--- src/rtl/vloop_pkg.sv ---
package vloop_pkg;

    typedef enum logic [1:0] {
        CORR_HOLD = 2'd0,
        CORR_UP   = 2'd1,
        CORR_DOWN = 2'd2
    } corr_e;

    typedef struct packed {
        corr_e dir;
        logic  inband;
    } err_info_t;

    function automatic int unsigned wmax(input int unsigned a, input int unsigned b);
        return (a > b) ? a : b;
    endfunction

endpackage

--- src/rtl/vloop_err.sv ---
module vloop_err
    import vloop_pkg::*;
#(
    parameter int unsigned PERF_W  = 10,
    parameter int unsigned SHIFT_W = 3,
    parameter int unsigned EW      = PERF_W + 1
) (
    input  logic [PERF_W-1:0]  target,
    input  logic [PERF_W-1:0]  perf,
    input  logic [PERF_W-1:0]  band,
    input  logic [SHIFT_W-1:0] shift_up,
    input  logic [SHIFT_W-1:0] shift_dn,
    output logic signed [EW-1:0] step,
    output err_info_t          info
);
    logic signed [EW-1:0] err;
    logic [EW-1:0]        mag;
    logic [SHIFT_W-1:0]   shamt;

    always_comb begin
        err   = $signed({1'b0, target}) - $signed({1'b0, perf});
        mag   = err[EW-1] ? $unsigned(-err) : $unsigned(err);
        info.inband = (mag <= {1'b0, band});
        if (info.inband)
            info.dir = CORR_HOLD;
        else if (err[EW-1])
            info.dir = CORR_DOWN;
        else
            info.dir = CORR_UP;
        shamt = err[EW-1] ? shift_dn : shift_up;
        step  = err >>> shamt;
    end

endmodule

--- src/rtl/vloop_accum.sv ---
module vloop_accum
    import vloop_pkg::*;
#(
    parameter int unsigned REQ_W = 8,
    parameter int unsigned EW    = 11,
    parameter int unsigned SW    = 13
) (
    input  logic                 clk,
    input  logic                 rst,
    input  logic                 smp_valid,
    input  err_info_t            info,
    input  logic signed [EW-1:0] step,
    input  logic [REQ_W-1:0]     floor_code,
    input  logic [REQ_W-1:0]     ceil_code,
    output logic [REQ_W-1:0]     vreq
);
    logic signed [SW-1:0] sum, lo, hi;
    logic [REQ_W-1:0]     next_req;

    always_comb begin
        lo  = $signed({{(SW-REQ_W){1'b0}}, floor_code});
        hi  = $signed({{(SW-REQ_W){1'b0}}, ceil_code});
        sum = $signed({{(SW-REQ_W){1'b0}}, vreq}) + $signed({{(SW-EW){step[EW-1]}}, step});
        if (sum > hi)
            next_req = ceil_code;
        else if (sum < lo)
            next_req = floor_code;
        else
            next_req = sum[REQ_W-1:0];
    end

    always_ff @(posedge clk) begin
        if (rst)
            vreq <= floor_code;
        else if (smp_valid && !info.inband)
            vreq <= next_req;
    end

    AST_REQ_IN_RANGE: assert property (@(posedge clk) disable iff (rst)
        (smp_valid && !info.inband && floor_code <= ceil_code) |=>
        (vreq >= $past(floor_code) && vreq <= $past(ceil_code)));

    AST_BAND_FREEZE: assert property (@(posedge clk) disable iff (rst)
        (smp_valid && info.inband) |=> $stable(vreq));

    AST_IDLE_FREEZE: assert property (@(posedge clk) disable iff (rst)
        !smp_valid |=> $stable(vreq));

    AST_RISE_MONO: assert property (@(posedge clk) disable iff (rst)
        (smp_valid && info.dir == CORR_UP && vreq >= floor_code && vreq <= ceil_code) |=>
        vreq >= $past(vreq));

    AST_FALL_MONO: assert property (@(posedge clk) disable iff (rst)
        (smp_valid && info.dir == CORR_DOWN && vreq > floor_code && vreq <= ceil_code) |=>
        vreq < $past(vreq));

endmodule

--- src/rtl/vloop_settle.sv ---
module vloop_settle #(
    parameter int unsigned CNT_W = 4
) (
    input  logic             clk,
    input  logic             rst,
    input  logic             smp_valid,
    input  logic             inband,
    input  logic [CNT_W-1:0] need_cfg,
    output logic             settled
);
    logic [CNT_W-1:0] run_cnt, run_inc, need;

    always_comb begin
        run_inc = (run_cnt == {CNT_W{1'b1}}) ? run_cnt : run_cnt + 1'b1;
        need    = (need_cfg == '0) ? {{(CNT_W-1){1'b0}}, 1'b1} : need_cfg;
    end

    always_ff @(posedge clk) begin
        if (rst) begin
            run_cnt <= '0;
            settled <= 1'b0;
        end else if (smp_valid) begin
            if (inband) begin
                run_cnt <= run_inc;
                settled <= (run_inc >= need);
            end else begin
                run_cnt <= '0;
                settled <= 1'b0;
            end
        end
    end

    AST_SETTLE_DROP: assert property (@(posedge clk) disable iff (rst)
        (smp_valid && !inband) |=> !settled);

    AST_SETTLE_IDLE: assert property (@(posedge clk) disable iff (rst)
        !smp_valid |=> $stable(settled));

    AST_SETTLE_CAUSE: assert property (@(posedge clk) disable iff (rst)
        $rose(settled) |-> $past(smp_valid && inband));

endmodule

--- src/rtl/vloop_ctrl.sv ---
module vloop_ctrl
    import vloop_pkg::*;
#(
    parameter int unsigned PERF_W  = 10,
    parameter int unsigned REQ_W   = 8,
    parameter int unsigned SHIFT_W = 3,
    parameter int unsigned CNT_W   = 4
) (
    input  logic               clk,
    input  logic               rst,
    input  logic [PERF_W-1:0]  cfg_target,
    input  logic [SHIFT_W-1:0] cfg_shift_up,
    input  logic [SHIFT_W-1:0] cfg_shift_dn,
    input  logic [REQ_W-1:0]   cfg_floor,
    input  logic [REQ_W-1:0]   cfg_ceil,
    input  logic [PERF_W-1:0]  cfg_band,
    input  logic [CNT_W-1:0]   cfg_count,
    input  logic               perf_vld,
    input  logic [PERF_W-1:0]  perf_word,
    output logic [REQ_W-1:0]   vreq,
    output logic               settled
);
    localparam int unsigned EW = PERF_W + 1;
    localparam int unsigned SW = wmax(EW, REQ_W) + 2;

    logic signed [EW-1:0] step;
    err_info_t            info;

    vloop_err #(.PERF_W(PERF_W), .SHIFT_W(SHIFT_W), .EW(EW)) u_err (
        .target   (cfg_target),
        .perf     (perf_word),
        .band     (cfg_band),
        .shift_up (cfg_shift_up),
        .shift_dn (cfg_shift_dn),
        .step     (step),
        .info     (info)
    );

    vloop_accum #(.REQ_W(REQ_W), .EW(EW), .SW(SW)) u_acc (
        .clk        (clk),
        .rst        (rst),
        .smp_valid  (perf_vld),
        .info       (info),
        .step       (step),
        .floor_code (cfg_floor),
        .ceil_code  (cfg_ceil),
        .vreq       (vreq)
    );

    vloop_settle #(.CNT_W(CNT_W)) u_set (
        .clk       (clk),
        .rst       (rst),
        .smp_valid (perf_vld),
        .inband    (info.inband),
        .need_cfg  (cfg_count),
        .settled   (settled)
    );

    AST_RESET_STATE: assert property (@(posedge clk)
        rst |=> (vreq == $past(cfg_floor) && !settled));

endmodule

--- config.mk ---
export PLATFORM = sky130hd
export DESIGN_NAME = vloop_ctrl
export DESIGN_NICKNAME = d
export VERILOG_FILES = /design/src/rtl/vloop_pkg.sv /design/src/rtl/vloop_err.sv /design/src/rtl/vloop_accum.sv /design/src/rtl/vloop_settle.sv /design/src/rtl/vloop_ctrl.sv
export SDC_FILE = /design/constraint.sdc
export NUM_CORES = 1
export LEC_CHECK = 0
export ABC_AREA = 0
export BUFFER_PORTS_ARGS = -buffer_cell sky130_fd_sc_hd__clkbuf_2
export CORE_ASPECT_RATIO = 0.6
export CORE_MARGIN = 4
export CORE_UTILIZATION = 60
export DETAILED_ROUTE_END_ITERATION = 10
export PLACE_DENSITY = 0.95
export SETUP_SLACK_MARGIN = 0.05
export SLEW_MARGIN = 10
export SYNTH_ARGS = -nofsm -noshare
export SYNTH_HDL_FRONTEND = slang
export SYNTH_SLANG_ARGS = --single-unit
--- constraint.sdc ---
create_clock -name clk -period 12.3 [get_ports clk]
set_clock_uncertainty 0.2 [all_clocks]
set_input_delay 0.615 -clock clk [delete_from_list [all_inputs] [get_ports clk]]
set_output_delay 0.615 -clock clk [all_outputs]
set_load 0.01 [all_outputs]
Yosys cells after proc, flatten, opt, wreduce, memory -nomap -nowiden
Cells that the tools add are included.

word-level totals
  register bits = 13
  output and inout port bits = 9
  word-level logic and storage cells = 27

operators by class
  add/sub/neg operators = 4
  order comparisons = 4
  eq/ne operators = 1
  shift-type cells = 1
  muxes and demuxes = 10
  reduce and logical (&&, ||, !) cells = 4

operators with widths
  kind                                                            count
  8-bit two-way mux                                               4
  13-bit by 9-bit > comparator with 1-bit output                  1
  13-bit by 9-bit less-than comparator with 1-bit output          1
  9-bit by 11-bit adder with 12-bit output                        1
  4-bit two-way mux                                               3
  11-bit by 10-bit <= comparator with 1-bit output                1
  11-bit two-way mux                                              1
  11-bit negation                                                 1
  11-bit by 3-bit >>> shifter with 11-bit output                  1
  10-bit by 10-bit subtractor with 11-bit output                  1
  4-bit by 1-bit adder with 4-bit output (second input constant)  1
  4-bit equality test (second input constant)                     1
  4-bit >= comparator                                             1
  4-bit logical NOT                                               1
  3-bit two-way mux                                               1
  2-bit nonzero test                                              1
  1-bit logical AND                                               1
  1-bit logical NOT                                               1
  1-bit two-way mux                                               1

Depth between registers and ports, before layout
  depth in word-level cells = 9
  depth in mapped cells = 31
  mapped depth without buffers = 29

By module
From an unflattened synthesis, not the netlist that was laid out.

unflattened totals
  cell total of the unflattened synthesis = 430
  area, all modules = 3333.2 um2

modules (own cells, without submodules)
  module        times used  cells an instance  area an instance (um2)  sequential area each (um2)
  vloop_err     1           226                1614.0                  0.0
  vloop_accum   1           160                1342.5                  240.2
  vloop_settle  1           44                 376.6                   100.1

Least setup slack after synthesis
No wires, ideal clock.

  path type = input to register
  start = in cfg_target[0]
  end = reg u_acc.vreq[5] (data pin)
  library setup time = 265 ps
  data arrival time = 5878 ps
  required time = 11835 ps
  path slack = 5956 ps
  cell stages on the path = 30
  cells stage by stage = inv_1 ha_1 inv_1 fa_1 a211oi_2 o21ai_2 a211o_1 mux2i_1 clkbuf_1 mux2i_1 mux2i_1 nand2_1 o21ai_0 ha_1 fa_1 a21oi_1 nor2b_1 o31a_1 nor2_1 xnor2_1 ha_1 nand2_1 a211o_1 a21oi_1 nor3_1 nand3_1 o211ai_2 clkbuf_1 o2111ai_1 nand3_1

on the way
  cells in the longest elaborated chain, start to end = 9
  elaborated cells on any way between the ends = 10

ends and longest elaborated chain
  item                                                    line               source
  start: declaration                                      vloop_ctrl.sv:11   input logic [PERF_W-1:0] cfg_target,
  10-bit by 10-bit subtractor with 11-bit output *        vloop_err.sv:21    err = $signed({1'b0, target}) - $signed({1'b0, perf});
  3-bit two-way mux                                       vloop_err.sv:30    shamt = err[EW-1] ? shift_dn : shift_up;
  11-bit by 3-bit >>> shifter with 11-bit output *        vloop_err.sv:31    step = err >>> shamt;
  9-bit by 11-bit adder with 12-bit output *              vloop_accum.sv:23  sum = $signed({{(SW-REQ_W){1'b0}}, vreq}) + $signed({{(SW-EW){step[EW-1]}}, step});
  13-bit by 9-bit less-than comparator with 1-bit output  vloop_accum.sv:26  else if (sum < lo)
  8-bit two-way mux                                       vloop_accum.sv:26
  8-bit two-way mux *                                     vloop_accum.sv:24  if (sum > hi)
  8-bit two-way mux *                                     vloop_accum.sv:35  else if (smp_valid && !info.inband)
  8-bit two-way mux *                                     vloop_accum.sv:33  if (rst)
  end signal: assignment                                  vloop_accum.sv:34  vreq <= floor_code;
  end signal: assignment                                  vloop_accum.sv:36  vreq <= next_req;
  end: declaration                                        vloop_accum.sv:15  output logic [REQ_W-1:0] vreq

Every way passes the cells marked *; elsewhere a longest branch is shown, timed or not. The select of a mux whose other input is x is not followed.
A chain may end at the register's enable or synchronous reset.

Final worst setup path
  start = in cfg_target[0]
  end = reg u_acc.vreq[3] (data pin)

The elaborated chain is that of the path after synthesis.

==> flow_metrics.py <==
metrics = {
    "run_status": {
        "status": "complete, no violations",
    },
    "setup_path": {
        "startpoint_type": "primary input",
        "path_buf_inv": 3,
        "max_stage_delay_ps": 830,
        "path_delay_family": "compound AO/OA/AOI/OAI gates",
        "rrSetupSlack_ps": 7720,
        "worst-path-max-fanout": 16,
        "crit_type": "in -> reg",
        "end_kind": "flip-flop",
        "cp.arrival_ps": 7720,
        "cp_common_cell": "ha_1",
        "cp.required_ps": 12220,
        "crit_slowest_cell": "mux2i_1",
    },
    "layout": {
        "final_cell_mix": "clkbuf_2 (67), ha_1 (51), inv_1 (46)",
        "final_util_pct": 70.6,
        "nets": 592,
        "area_growth_syn_to_layout_pct": 12.8,
        "fill_cells": 425,
        "final_common_cell": "clkbuf_2",
        "drive_gt1_share_pct": 18.6,
        "n_antenna_cell": 0,
    },
    "clocking": {
        "cts_resized": 0,
        "clockBufferDepth": 2,
        "root_buffer": "clkbuf_8",
        "htreeDepth": 1,
        "cts_sinks": 13,
        "cts_tree": "yes",
        "cts_buffers": 3,
        "clkLatencyLatePin_ps": 250,
        "cts_hold_buf": 0,
        "clk_pin_slew_worst_paths_ps": 60,
        "cts_setup_buffers": 0,
    },
    "power": {
        "p_leak_nw": 1.71,
        "power_density_mw_per_mm2": 228,
        "irDropWorstVdd_uv": 261,
    },
    "synth": {
        "ys_seq_elements": 13,
        "synthFlopType": "edfxtp_1",
        "avgSynthCellArea_sq_um": 7.61,
        "syn-cell-area_sq_mm": 0.00318,
        "seq_area_frac_synth_pct": 10.7,
        "ys_warn_count": 0,
        "synth_edf_count": 8,
        "async_flop_share_pct": 0,
        "syn_nets": 530,
        "postSynthCellCount": 418,
        "synth_cell_types": 59,
    },
    "die": {
        "die_w_microns": 102,
        "fp-row-count": 20,
        "initial_utilization_pct": 62.6,
        "dieHeight_microns": 64.4,
        "dieArea_sq_mm": 0.00657,
        "pin_count": 68,
        "coreArea_sq_mm": 0.00508,
    },
    "timing": {
        "slew_headroom_pct": 28.1,
        "setup_viol": 0,
        "hold_viol": 0,
        "fmax_ghz": 0.128,
        "tightest_slew_ps": 1050,
        "tns_ps": 0,
        "rsz0062_at_grt": "no",
        "fin_crit_sh_pct": 63.4,
        "fin_crit_ps": 7790,
        "hold_slack_ps": 255,
        "slew_viol_final": 0,
    },
    "global_routing": {
        "antenna_found_initial": 0,
        "grt_max_degree": 19,
        "grt_usage_pct": 28.7,
        "grt_pass1_wl_mm": 15.5,
        "first_global_vias": 3306,
        "gr-total-overflow": 0,
    },
    "place": {
        "dp_hpwl_mm": 7.72,
        "place_congestion": 0.952,
        "place.port_buffers": 67,
    },
    "drt": {
        "viasPerCell": 6.67,
        "wl_per_cell_microns": 17.1,
        "totalWireLength_mm": 9.33,
        "postRouteAntennaNets": 0,
        "drt_pass1_iterations": 8,
        "drc": 0,
        "vias": 3634,
        "initialDrtViolationCount": 488,
    },
    "min_path": {
        "min_path_type": "reg -> reg",
    },
    "flow_run": {
        "cap_violations": 0,
    },
}
[stage by stage]
stage          worst slack [ps]  power, W  instance area [sq um]  std cells
2_1_floorplan              5960  0.000579                   3180        418
3_3_place_gp               4860  0.000720                   3540        541
3_5_place_dp               4590  0.000744                   3540        541
4_1_cts                    4770  0.000790                   3590        545
5_1_grt                    4050  0.000888                   3590        545
6_report                   4510  0.000818                   3590        545
[per-layer routing]
layer,routed length [microns],vias to the layer above,GRT usage (%)
li1,-,1689,-
met1,4170,1625,43.0
met2,3760,283,43.2
met3,1260,37,6.65
met4,137,0,2.29
met5,0,-,0
[report_power, final]
group	leakage (nW)	switching, W	total [W]	internal, W
Clock	0.0255	0.0000181	0.0000406	0.0000225
Sequential	0.120	0.0000157	0.0000868	0.0000710
Combinational	1.57	0.000428	0.000691	0.000263
Total	1.71	0.000461	0.000818	0.000357
[registers in the layout, indices dropped and copies added (netlist names)]
register and flops:
u_acc.vreq 8, u_set.run_cnt 4, u_set.settled 1
[synthesized netlist by cell type (9+ instances only)]
library cell | n | share of area, %
mux2i_1 | 10 | 3.1
nor3_1 | 10 | 1.6
a21o_1 | 9 | 2.1
o21a_1 | 10 | 2.4
nor2_1 | 23 | 2.7
nand3_1 | 16 | 2.5
inv_1 | 46 | 5.4
xnor2_1 | 18 | 5.0
a41oi_1 | 9 | 2.5
o211ai_1 | 14 | 3.3
nand2_1 | 31 | 3.7
a211oi_1 | 9 | 2.1
ha_1 | 51 | 20
o21ai_0 | 19 | 3.0
a21oi_1 | 24 | 3.8
[worst min-delay path: cells and delay by family, from the launching register on]
family          cells  cell delay (ps)
flops               1              310
compound gates      1               50
simple gates        1               50
[cell families (layout without fill, tap and decap cells)]
group                    after synthesis  count (layout)  share of synthesized area, %
AO/OA/AOI/OAI                        140             140                          31.1
buffers and inverters                 57             118                          7.48
AND/OR/NAND/NOR                      120             120                          19.1
flip-flops                            13              13                          10.7
XOR/XNOR                              21              21                          5.79
multiplexers                          14              14                          4.57
adder cells (fa/ha/maj)               53              53                          21.3
[path summary, 6_finish.rpt]
path,from,end,depth (start not counted)
worst max-delay path,cfg_target[0],u_acc.vreq[3],28
worst min-delay path,u_set.settled,u_set.settled,2
worst max register to register,u_acc.vreq[0],u_acc.vreq[3],16
worst min register to register,u_set.settled,u_set.settled,2
[area by class of cell]
cell class / count / area, sq um / share of cell area [%]
tap: 66 / 82.6 / 2.30
inverter: 46 / 173 / 4.82
multi-input combinational: 348 / 2600 / 72.5
clock buffer: 3 / 41.3 / 1.15
clock inverter: 1 / 5.00 / 0.140
sequential: 13 / 340 / 9.49
timing repair buffer: 68 / 343 / 9.56
No activity file was read; power rests on OpenSTA's default activity.
